### src/rtl/mof_pkg.sv
package mof_pkg;
  localparam logic [3:0] K_LD      = 4'd0;
  localparam logic [3:0] K_ST      = 4'd1;
  localparam logic [3:0] K_ACQ_LD  = 4'd2;
  localparam logic [3:0] K_ACQ_RMW = 4'd3;
  localparam logic [3:0] K_REL_ST  = 4'd4;
  localparam logic [3:0] K_REL_RMW = 4'd5;
  localparam logic [3:0] K_FULL    = 4'd6;
  localparam logic [3:0] K_SFENCE  = 4'd7;
  localparam logic [3:0] K_F_RR    = 4'd8;
  localparam logic [3:0] K_F_RW    = 4'd9;
  localparam logic [3:0] K_F_WR    = 4'd10;
  localparam logic [3:0] K_F_WW    = 4'd11;

  function automatic logic is_fence(input logic [3:0] k);
    return k >= K_FULL;
  endfunction

  function automatic logic does_read(input logic [3:0] k);
    return (k == K_LD) || (k == K_ACQ_LD) || (k == K_ACQ_RMW) || (k == K_REL_RMW);
  endfunction

  function automatic logic does_write(input logic [3:0] k);
    return (k == K_ST) || (k == K_REL_ST) || (k == K_ACQ_RMW) || (k == K_REL_RMW);
  endfunction

  function automatic logic is_acq(input logic [3:0] k);
    return (k == K_ACQ_LD) || (k == K_ACQ_RMW);
  endfunction

  function automatic logic is_rel(input logic [3:0] k);
    return (k == K_REL_ST) || (k == K_REL_RMW);
  endfunction

  // Does this fence start blocking younger reads, given pending older reads/writes
  function automatic logic fence_hold_rd(input logic [3:0] k, input logic prd, input logic pwr);
    case (k)
      K_SFENCE, K_F_RW, K_F_WW: return 1'b0;
      K_F_RR:                   return prd;
      K_F_WR:                   return pwr;
      default:                  return prd | pwr;
    endcase
  endfunction

  function automatic logic fence_hold_wr(input logic [3:0] k, input logic prd, input logic pwr);
    case (k)
      K_F_RR, K_F_WR:   return 1'b0;
      K_SFENCE, K_F_WW: return pwr;
      K_F_RW:           return prd;
      default:          return prd | pwr;
    endcase
  endfunction
endpackage

### src/rtl/mof_store.sv
module mof_store #(
  parameter int DEPTH = 8,
  parameter int AW    = 8,
  localparam int TW   = $clog2(DEPTH)
) (
  input  logic                     clk,
  input  logic                     rst_n,
  input  logic                     enq_fire,
  input  logic [3:0]               enq_kind,
  input  logic [AW-1:0]            enq_addr,
  input  logic                     iss_fire,
  input  logic [TW-1:0]            iss_tag,
  input  logic                     cmt_valid,
  input  logic [TW-1:0]            cmt_tag,
  output logic [DEPTH-1:0]         vld,
  output logic [DEPTH-1:0]         issued,
  output logic [DEPTH-1:0]         done,
  output logic [DEPTH-1:0][3:0]    kind,
  output logic [DEPTH-1:0][AW-1:0] addr,
  output logic [TW-1:0]            head,
  output logic [TW:0]              occ
);
  import mof_pkg::*;

  logic [TW-1:0] tail;
  logic          pop;

  assign pop = vld[head] && done[head];

  always_ff @(posedge clk or negedge rst_n) begin
    if (!rst_n) begin
      vld    <= '0;
      issued <= '0;
      done   <= '0;
      kind   <= '0;
      addr   <= '0;
      head   <= '0;
      tail   <= '0;
      occ    <= '0;
    end else begin
      if (pop) begin
        vld[head] <= 1'b0;
        head      <= head + 1'b1;
      end
      if (iss_fire) issued[iss_tag] <= 1'b1;
      if (cmt_valid && vld[cmt_tag] && issued[cmt_tag]) done[cmt_tag] <= 1'b1;
      if (enq_fire) begin
        vld[tail]    <= 1'b1;
        issued[tail] <= 1'b0;
        done[tail]   <= is_fence(enq_kind);
        kind[tail]   <= enq_kind;
        addr[tail]   <= enq_addr;
        tail         <= tail + 1'b1;
      end
      occ <= occ + (TW+1)'(enq_fire) - (TW+1)'(pop);
    end
  end
endmodule

### src/rtl/mof_elig.sv
module mof_elig #(
  parameter int DEPTH = 8,
  parameter int AW    = 8,
  localparam int TW   = $clog2(DEPTH)
) (
  input  logic [DEPTH-1:0]         vld,
  input  logic [DEPTH-1:0]         issued,
  input  logic [DEPTH-1:0]         done,
  input  logic [DEPTH-1:0][3:0]    kind,
  input  logic [DEPTH-1:0][AW-1:0] addr,
  input  logic [TW-1:0]            head,
  output logic [DEPTH-1:0]         elig
);
  import mof_pkg::*;

  // One sweep from oldest to youngest, carrying pending-class and hold flags
  logic          prd, pwr, pacq, hold_rd, hold_wr, same, blk;
  logic [TW-1:0] p, q;

  always_comb begin
    elig    = '0;
    prd     = 1'b0;
    pwr     = 1'b0;
    pacq    = 1'b0;
    hold_rd = 1'b0;
    hold_wr = 1'b0;
    q       = '0;
    blk     = 1'b0;
    for (int j = 0; j < DEPTH; j++) begin
      p    = head + TW'(j);
      same = 1'b0;
      for (int i = 0; i < j; i++) begin
        q = head + TW'(i);
        if (vld[q] && !is_fence(kind[q]) && !done[q] && addr[q] == addr[p]) same = 1'b1;
      end
      if (vld[p]) begin
        if (is_fence(kind[p])) begin
          hold_rd = hold_rd | fence_hold_rd(kind[p], prd, pwr);
          hold_wr = hold_wr | fence_hold_wr(kind[p], prd, pwr);
        end else begin
          blk = (does_read(kind[p]) && hold_rd) || (does_write(kind[p]) && hold_wr) ||
                pacq || (is_rel(kind[p]) && (prd || pwr)) || same;
          elig[p] = !issued[p] && !blk;
          prd  = prd  | (does_read(kind[p])  && !done[p]);
          pwr  = pwr  | (does_write(kind[p]) && !done[p]);
          pacq = pacq | (is_acq(kind[p])     && !done[p]);
        end
      end
    end
  end
endmodule

### src/rtl/mof_pick.sv
module mof_pick #(
  parameter int DEPTH = 8,
  localparam int TW   = $clog2(DEPTH)
) (
  input  logic [DEPTH-1:0] elig,
  input  logic [TW-1:0]    head,
  output logic             any,
  output logic [TW-1:0]    tag
);
  logic [TW-1:0] p;

  always_comb begin
    any = 1'b0;
    tag = '0;
    for (int j = 0; j < DEPTH; j++) begin
      p = head + TW'(j);
      if (!any && elig[p]) begin
        any = 1'b1;
        tag = p;
      end
    end
  end
endmodule

### src/rtl/mof_gate.sv
module mof_gate #(
  parameter int DEPTH = 8,
  parameter int AW    = 8,
  localparam int TW   = $clog2(DEPTH)
) (
  input  logic             clk,
  input  logic             rst_n,
  input  logic             enq_valid,
  output logic             enq_ready,
  input  logic [3:0]       enq_kind,
  input  logic [AW-1:0]    enq_addr,
  output logic             iss_valid,
  input  logic             iss_ready,
  output logic [TW-1:0]    iss_tag,
  output logic [3:0]       iss_kind,
  output logic [AW-1:0]    iss_addr,
  input  logic             cmt_valid,
  input  logic [TW-1:0]    cmt_tag,
  output logic [DEPTH-1:0] issue_elig
);
  logic [DEPTH-1:0]         vld, issued, done;
  logic [DEPTH-1:0][3:0]    kind;
  logic [DEPTH-1:0][AW-1:0] addr;
  logic [TW-1:0]            head;
  logic [TW:0]              occ;

  assign enq_ready = (occ != (TW+1)'(DEPTH));

  mof_store #(.DEPTH(DEPTH), .AW(AW)) u_store (
    .clk(clk), .rst_n(rst_n),
    .enq_fire(enq_valid && enq_ready), .enq_kind(enq_kind), .enq_addr(enq_addr),
    .iss_fire(iss_valid && iss_ready), .iss_tag(iss_tag),
    .cmt_valid(cmt_valid), .cmt_tag(cmt_tag),
    .vld(vld), .issued(issued), .done(done), .kind(kind), .addr(addr),
    .head(head), .occ(occ)
  );

  mof_elig #(.DEPTH(DEPTH), .AW(AW)) u_elig (
    .vld(vld), .issued(issued), .done(done), .kind(kind), .addr(addr),
    .head(head), .elig(issue_elig)
  );

  mof_pick #(.DEPTH(DEPTH)) u_pick (
    .elig(issue_elig), .head(head), .any(iss_valid), .tag(iss_tag)
  );

  assign iss_kind = kind[iss_tag];
  assign iss_addr = addr[iss_tag];
endmodule

### config.mk
export PLATFORM = sky130hd
export DESIGN_NAME = mof_gate
export DESIGN_NICKNAME = d
export VERILOG_FILES = /design/src/rtl/mof_pkg.sv /design/src/rtl/mof_store.sv /design/src/rtl/mof_elig.sv /design/src/rtl/mof_pick.sv /design/src/rtl/mof_gate.sv
export SDC_FILE = /design/constraint.sdc
export NUM_CORES = 1
export LEC_CHECK = 0
export BUFFER_PORTS_ARGS = -buffer_cell sky130_fd_sc_hd__buf_2
export CAP_MARGIN = 15
export CORE_UTILIZATION = 45
export DETAILED_ROUTE_END_ITERATION = 10
export HOLD_SLACK_MARGIN = 0.05
export PLACE_DENSITY = 0.61
export SYNTH_ARGS = -nofsm -noshare
export SYNTH_HDL_FRONTEND = slang
export SYNTH_HIERARCHICAL = 1
export SYNTH_SLANG_ARGS = --single-unit
### constraint.sdc
create_clock -name clk -period 11.25 [get_ports clk]
set_clock_uncertainty 0.15 [all_clocks]
set_input_delay 0.5625 -clock clk [delete_from_list [all_inputs] [get_ports clk]]
set_output_delay 0.5625 -clock clk [all_outputs]
set_load 0.02 [all_outputs]
==> flow_metrics.env, run 1 <==
export IMPL_ff2ff_path_depth=23
export IMPL_tightestPinTransition_ns=1.17
export IMPL_crit_fanout=40
export IMPL_path_class="flip-flop to output port"
export IMPL_via_count_of_the_routed_design=19990
export IMPL_worstPathArrival_ns=9.92
export IMPL_filler_cell_count=4415
export IMPL_final_util=0.477
export IMPL_post_synth_instance_area_mm2=0.0215
export IMPL_dp_hpwl_mm=59.5
export IMPL_setup_violations_final=0
export IMPL_run_status="completed"
export IMPL_worst_hold_slack_ns=0.0753
export IMPL_synth_most_common_cell="sky130_fd_sc_hd__nand2_1"
export IMPL_total_gr_overflow=0
export IMPL_routed_top_layer="met4"
export IMPL_antennaDiodeCount=0
export IMPL_hp_class="primary input to async pin"
export IMPL_asyncSetResetFlopFracSynth=1.00
export IMPL_growth_of_design_area_from_synthesis_to_finish_pct=4.10
export IMPL_synth_nets=2223
export IMPL_detail_route_iter0_violations=3041
export IMPL_yosys_area_top_type_share=0.203
export IMPL_max_freq_ghz=0.0940
export IMPL_r2r_setup_slack_ns=1.72
export IMPL_tns_ns=0
export IMPL_synth_edff_count=0
export IMPL_yosys_register_bits=130
export IMPL_h_tree_depth=4
export IMPL_finalNetCount=2145
export IMPL_finalMaxSlewViolations=0
export IMPL_yosys_cell_types_count=103
export IMPL_grt_pass1_vias=18154
export IMPL_drt_pass1_iterations=5
export IMPL_synthTopCellsByArea="sky130_fd_sc_hd__mux4_2 (20%), sky130_fd_sc_hd__dfrtp_1 (15%), sky130_fd_sc_hd__mux2i_1 (6.7%)"
export IMPL_clock_insertion_delay_worst_skew_ns=0.42
export IMPL_relSlewSlack=0.200
export IMPL_share_of_synthesized_area_occupied_by_flip_flops_and_latches=0.151
export IMPL_avgViaCountPerCell=7.32
export IMPL_dominantRegCellSynth="sky130_fd_sc_hd__dfrtp_1"
export IMPL_cap_violations=0
export IMPL_global_route_usage_total=0.329
export IMPL_numClockSinks=130
export IMPL_timing_critical_path_slowest_stage_cell="sky130_fd_sc_hd__a2111oi_1"
export IMPL_boundaryPins=45
export IMPL_drt_wl_total_mm=80.5
export IMPL_crit_path_start_kind="flip-flop"
export IMPL_grt_setup_unrepaired="false"
export IMPL_most_numerous_cell_types_in_the_synthesized_netlist="sky130_fd_sc_hd__nand2_1 (263), sky130_fd_sc_hd__mux4_2 (194), sky130_fd_sc_hd__xnor2_1 (154)"
export IMPL_worst_endpoint_required_ns=10.54
export IMPL_floorplan_die_height_um=220
export IMPL_drive_above_1_share=0.231
export IMPL_cts_reportedPaths_clkPinSlew_ns=0.06
export IMPL_worst_path_dominant_cell_family="compound AO/OA/AOI/OAI gates"
export IMPL_timing_critical_path_buf_inv=2
export IMPL_die_area_mm2=0.0486
export IMPL_final_min_period_over_clock_period=0.945
export IMPL_crit_path_end_kind="output port"
export IMPL_grt_max_degree=106
export IMPL_cp_cell_sequence="inv_4 -> ha_4 -> xor2_4 -> mux2_2 -> o211ai_1 -> nand3_1 -> and3_1 -> a2111oi_1 -> or4b_4 -> nor4_2 -> and3_1 -> o22ai_1 -> a31oi_1 -> mux2i_1 -> a22oi_1 -> nand3_1 -> o41ai_1 -> o211ai_1 -> a21oi_4 -> mux4_1 -> mux2_2 -> buf_2"
export IMPL_route_met3_wl_mm=9.57
export IMPL_postCtsHoldBufs=0
export IMPL_dieWidth_um=220
export IMPL_critical_path_reg2reg_endpoint="u_store/issued[6]"
export IMPL_hold_viol_final=0
export IMPL_start_util=0.458
export IMPL_crit_reg2reg_launch="u_store/head[0]"
export IMPL_buffer_ports_inserted=44
export IMPL_routedLengthMet1_mm=33.7
export IMPL_layout_min_cycle_time_ns=10.64
export IMPL_detailroute_wirelength_met2_mm=34.8
export IMPL_yosysWarningCount=6
export IMPL_synth_largest_area_cell="sky130_fd_sc_hd__mux4_2"
export IMPL_clockBufferDepth=2
export IMPL_gp_congestion=1.08
export IMPL_core_region_area_mm2=0.0469
export IMPL_remaining_drc_errors=0
export IMPL_antenna_violations_before_repair=0
export IMPL_critPathMaxStageDelay_ns=0.79
export IMPL_clockRootBuffer="sky130_fd_sc_hd__clkbuf_16"
export IMPL_global_route_wire_length_before_repair_mm=120
export IMPL_tritoncts="built"
export IMPL_route_antenna_remaining_nets=0
export IMPL_inserted_clock_buffers=17
export IMPL_syn_mean_instance_area_um2=9.82
export IMPL_floorplan_rows=79
export IMPL_wl_per_cell_um=29.5
export IMPL_post_synth_inst_count=2188
-- registers in the layout, indices dropped and copies added (netlist names) --
register	cells
u_store/vld	8
u_store/head	3
u_store/done	8
u_store/occ	4
u_store/tail	3
u_store/kind	32
u_store/issued	8
u_store/addr	64
-- cell usage in the layout (no fill, tap or decap), types with 14 or more instances in the layout --
cell type / synthesis / routed
sky130_fd_sc_hd__nand2_1: 263 / 263
sky130_fd_sc_hd__mux4_2: 194 / 194
sky130_fd_sc_hd__xnor2_1: 154 / 152
sky130_fd_sc_hd__mux2i_1: 144 / 144
sky130_fd_sc_hd__dfrtp_1: 130 / 127
sky130_fd_sc_hd__xor2_1: 114 / 112
sky130_fd_sc_hd__mux2_2: 101 / 101
sky130_fd_sc_hd__nand3_1: 94 / 94
sky130_fd_sc_hd__nor2_1: 89 / 89
sky130_fd_sc_hd__nand4_1: 50 / 50
sky130_fd_sc_hd__a21oi_1: 49 / 48
sky130_fd_sc_hd__buf_2: 53 / 43
sky130_fd_sc_hd__nor3_1: 38 / 38
sky130_fd_sc_hd__buf_4: 26 / 35
sky130_fd_sc_hd__nor4_1: 32 / 32
sky130_fd_sc_hd__o21ai_0: 32 / 32
sky130_fd_sc_hd__inv_1: 28 / 28
sky130_fd_sc_hd__o22ai_1: 25 / 25
sky130_fd_sc_hd__mux2i_2: 25 / 25
sky130_fd_sc_hd__a31oi_1: 24 / 24
sky130_fd_sc_hd__mux4_1: 22 / 22
sky130_fd_sc_hd__nor2b_1: 22 / 22
sky130_fd_sc_hd__and3_1: 19 / 19
sky130_fd_sc_hd__a22oi_1: 18 / 18
sky130_fd_sc_hd__and2_1: 17 / 17
sky130_fd_sc_hd__clkbuf_16: 0 / 17
sky130_fd_sc_hd__or3_1: 17 / 17
sky130_fd_sc_hd__a21o_1: 16 / 16
sky130_fd_sc_hd__nor3b_1: 15 / 15
sky130_fd_sc_hd__and3b_1: 14 / 14
sky130_fd_sc_hd__o211ai_1: 14 / 14
sky130_fd_sc_hd__a211oi_1: 14 / 14
sky130_fd_sc_hd__nand2b_1: 14 / 14
-- worst max-delay path by stage --
stage,start,to,slack (ns),depth (start not counted)
after floorplan,u_store/head[0],iss_addr[7],1.83,33
after global placement,u_store/head[0],iss_addr[3],1.03,22
after detailed placement,u_store/head[0],iss_addr[3],0.88,22
after CTS,u_store/head[0],iss_addr[3],0.38,22
after global routing,u_store/head[0],iss_addr[7],0.17,22
final,u_store/head[0],iss_addr[3],0.61,22
-- metal layers --
metal,GRT usage,up-vias
met5,0,-
met4,0.105,0
met3,0.0656,156
met2,0.474,1387
met1,0.491,10121
li1,-,8326
-- stage by stage --
stage	std cells	setup WS, ns	instance area, µm²
floorplan	2188	1.83	21500
global placement	2697	1.03	21700
detailed placement	2697	0.876	21700
CTS	2729	0.380	22300
global route	2730	0.173	22400
finish	2730	0.613	22400
-- layout make-up --
| class | instances | area (µm²) | area share |
|---|---|---|---|
| Clock buffer | 22 | 474 | 0.0212 |
| Clock inverter | 10 | 155 | 0.00694 |
| Inverter | 30 | 115 | 0.00515 |
| Multi-Input combinational cell | 1849 | 17000 | 0.762 |
| Sequential cell | 130 | 3260 | 0.146 |
| Tap cell | 607 | 759 | 0.0340 |
| Timing Repair Buffer | 82 | 558 | 0.0250 |
-- cells by family (layout without fill, tap and decap cells) --
kind of cell,count (synthesis),after routing,synth area share
AO/OA/AOI/OAI,335,335,0.117
XOR/XNOR,268,268,0.109
adder cells (fa/ha/maj),15,15,0.00909
buffers and inverters,209,144,0.0598
flip-flops,130,130,0.151
multiplexers,501,501,0.379
AND/OR/NAND/NOR,730,730,0.174
-- timing repair --
| item | 4_1_cts | 5_1_grt |
|---|---|---|
| gates resized for setup | 0 | 1 |
| buffers inserted | 0 | 1 |
| setup endpoints to repair | 0 | 12 |
Power of run 1 is not shown: default switching activity piles up to over one toggle a cycle in this logic, so the estimate is an artifact.
==> run 2, diff against run 1 <==
--- a/config.mk
+++ b/config.mk
@@ -5,12 +5,13 @@
 export SDC_FILE = /design/constraint.sdc
 export NUM_CORES = 1
 export LEC_CHECK = 0
+export ABC_AREA = 1
 export BUFFER_PORTS_ARGS = -buffer_cell sky130_fd_sc_hd__buf_2
 export CAP_MARGIN = 15
 export CORE_UTILIZATION = 45
 export DETAILED_ROUTE_END_ITERATION = 10
 export HOLD_SLACK_MARGIN = 0.05
-export PLACE_DENSITY = 0.61
+export PLACE_DENSITY = 0.62
 export SYNTH_ARGS = -nofsm -noshare
 export SYNTH_HDL_FRONTEND = slang
 export SYNTH_HIERARCHICAL = 1
==> run 2 against run 1 <==
Compared with the run above:
- clock-buffer cell count is 4 higher
- sequential cell count stayed put
- hold slack better by 0.017 ns
- die area is 13% lower
- sequential share of layout area grew 2.2 points
- fmax increased by 16%
- first-iteration DRC count decreased by 17%
- global-route usage rose by 3.7 points
- largest cell class unchanged
- highest routed layer unchanged
==> flow_metrics.env, run 2 <==
export IMPL_buffer_ports_inserted=44
export IMPL_synth_edff_count=0
export IMPL_via_count_of_the_routed_design=21658
export IMPL_grt_max_degree=136
export IMPL_global_route_wire_length_before_repair_mm=117
export IMPL_run_status="completed"
export IMPL_yosys_area_top_type_share=0.259
export IMPL_start_util=0.457
export IMPL_antenna_violations_before_repair=0
export IMPL_r2r_setup_slack_ns=3.68
export IMPL_inserted_clock_buffers=17
export IMPL_top_regs="u_store/addr: 64 flops, u_store/kind: 32 flops"
export IMPL_clockBufferDepth=2
export IMPL_h_tree_depth=4
export IMPL_drive_above_1_share=0.106
export IMPL_floorplan_rows=74
export IMPL_max_freq_ghz=0.110
export IMPL_gp_congestion=1.07
export IMPL_numClockSinks=130
export IMPL_most_numerous_cell_types_in_the_synthesized_netlist="sky130_fd_sc_hd__nand2_1 (1,291), sky130_fd_sc_hd__nand3_1 (430), sky130_fd_sc_hd__inv_1 (278)"
export IMPL_clock_insertion_delay_worst_skew_ns=0.43
export IMPL_avgViaCountPerCell=5.78
export IMPL_die_area_mm2=0.0424
export IMPL_critPathMaxStageDelay_ns=0.79
export IMPL_cpMostUsedCell="sky130_fd_sc_hd__nand2_1"
export IMPL_tightestPinTransition_ns=1.21
export IMPL_tritoncts="built"
export IMPL_final_cell_mix="sky130_fd_sc_hd__nand2_1 (1,290), sky130_fd_sc_hd__nand3_1 (430), sky130_fd_sc_hd__inv_1 (278)"
export IMPL_asyncSetResetFlopFracSynth=1.00
export IMPL_crit_reg2reg_launch="u_store/head[0]"
export IMPL_final_min_period_over_clock_period=0.812
export IMPL_crit_path_end_kind="output port"
export IMPL_clockRootBuffer="sky130_fd_sc_hd__clkbuf_16"
export IMPL_regMostFlops="u_store/addr"
export IMPL_hp_class="primary input to async pin"
export IMPL_worstPathArrival_ns=8.42
export IMPL_critical_path_reg2reg_endpoint="u_store/issued[6]"
export IMPL_global_route_usage_total=0.366
export IMPL_antennaDiodeCount=0
export IMPL_path_class="flip-flop to output port"
export IMPL_finalMaxSlewViolations=0
export IMPL_synth_nets=3292
export IMPL_post_cts_resized=0
export IMPL_dominantRegCellSynth="sky130_fd_sc_hd__dfrtp_1"
export IMPL_cts_reportedPaths_clkPinSlew_ns=0.06
export IMPL_synth_most_common_cell="sky130_fd_sc_hd__nand2_1"
export IMPL_crit_path_start_kind="flip-flop"
export IMPL_critical_path_startpoint="u_store/head[0]"
export IMPL_setup_violations_final=0
export IMPL_worst_path_dominant_cell_family="simple AND/OR/NAND/NOR gates"
export IMPL_drt_wl_total_mm=77.9
export IMPL_crit_fanout=135
export IMPL_growth_of_design_area_from_synthesis_to_finish_pct=3.65
export IMPL_wl_per_cell_um=20.8
export IMPL_share_of_synthesized_area_occupied_by_flip_flops_and_latches=0.174
export IMPL_route_antenna_remaining_nets=0
export IMPL_timing_critical_path_slowest_stage_cell="sky130_fd_sc_hd__xor2_4"
export IMPL_yosysWarningCount=6
export IMPL_syn_mean_instance_area_um2=5.74
export IMPL_drt_pass1_iterations=9
export IMPL_worst_endpoint_required_ns=10.54
export IMPL_boundaryPins=45
export IMPL_final_area_mm2=0.0194
export IMPL_yosys_cell_types_count=60
export IMPL_timing_critical_path_buf_inv=6
export IMPL_grt_pass1_vias=19099
export IMPL_floorplan_die_height_um=206
export IMPL_total_gr_overflow=0
export IMPL_relSlewSlack=0.190
export IMPL_yosys_register_bits=130
export IMPL_synth_largest_area_cell="sky130_fd_sc_hd__nand2_1"
export IMPL_dp_hpwl_mm=59.6
export IMPL_detail_route_iter0_violations=2536
export IMPL_finalNetCount=3239
export IMPL_cap_violations=0
export IMPL_post_cts_setup_buffer_count=0
export IMPL_ff2ff_path_depth=29
export IMPL_detailed_place_area_mm2=0.0188
export IMPL_dieWidth_um=206
export IMPL_postCtsHoldBufs=0
export IMPL_post_synth_instance_area_mm2=0.0187
export IMPL_post_synth_inst_count=3257
export IMPL_worst_hold_slack_ns=0.0924
export IMPL_core_region_area_mm2=0.0409
export IMPL_layout_cells_most_common="sky130_fd_sc_hd__nand2_1"
export IMPL_synthTopCellsByArea="sky130_fd_sc_hd__nand2_1 (26%), sky130_fd_sc_hd__dfrtp_1 (17%), sky130_fd_sc_hd__nand3_1 (12%)"
export IMPL_tns_ns=0
export IMPL_hold_viol_final=0
export IMPL_final_instance_count_excl_fill=3748
export IMPL_post_place_cells=3717
export IMPL_setup_worst_path_end="iss_addr[6]"
export IMPL_critical_path_cell_count=33
export IMPL_largest_register_ffs=64
export IMPL_grt_setup_unrepaired="false"
export IMPL_layout_min_cycle_time_ns=9.13
export IMPL_remaining_drc_errors=0
-- run 2: cell count changes after synthesis, sizes merged, moves of 43 or more --
cell | before | now
mux2 | 109 | 0
nand3 | 94 | 465
nand2 | 264 | 1363
mux2i | 176 | 2
o21ai | 33 | 220
xor2 | 114 | 71
nor2 | 89 | 227
xnor2 | 154 | 73
inv | 29 | 333
mux4 | 216 | 0
-- run 2: layer usage --
metal,share of wire,track usage,up-vias
met4,0.033,0.127,0
met1,0.46,0.542,10202
li1,-,-,10323
met5,0,0,-
met2,0.43,0.543,1006
met3,0.079,0.0421,127
-- run 2: area by class of cell --
type	instances	area [µm²]
clock buffers	26	519
clock inverters	5	50.0
fillers	4481	21500
inverters	333	1260
multi-input cells	2662	13300
flip-flops and latches	130	3260
well taps	532	666
repair buffers	60	343
-- run 2: per-stage QoR --
stage,setup WS [ns],utilization
floorplan,4.45,-
global placement,2.84,0.460
finish,2.12,0.473
detailed placement,2.82,0.460
CTS,2.35,0.473
global route,1.57,0.473
-- run 2: how the worst min path moves through the flow --
stage | startpoint | end | slack (ns) | depth (start not counted)
4_1_cts | rst_n | u_store/vld[6] | 0.10 | 1
6_report | rst_n | u_store/occ[1] | 0.09 | 1
3_5_place_dp | u_store/occ[0] | u_store/occ[0] | 0.37 | 1
5_1_grt | rst_n | u_store/vld[6] | 0.15 | 1
2_1_floorplan | rst_n | u_store/addr[0] | 0.12 | 0
3_3_place_gp | u_store/occ[0] | u_store/occ[0] | 0.35 | 1
-- run 2: logic make-up (layout without fill, tap and decap cells) --
logic type,after synthesis,count (layout),synth area share
AOI/OAI and AO/OA,299,299,0.104
xor gates and xnor gates,144,144,0.0709
adders and majority gates,15,15,0.0104
buffers and inverters,465,424,0.116
DFF,130,130,0.174
muxes,2,2,0.00107
and+or+nand+nor,2202,2202,0.524
Power of run 2 is left out for the same reason.
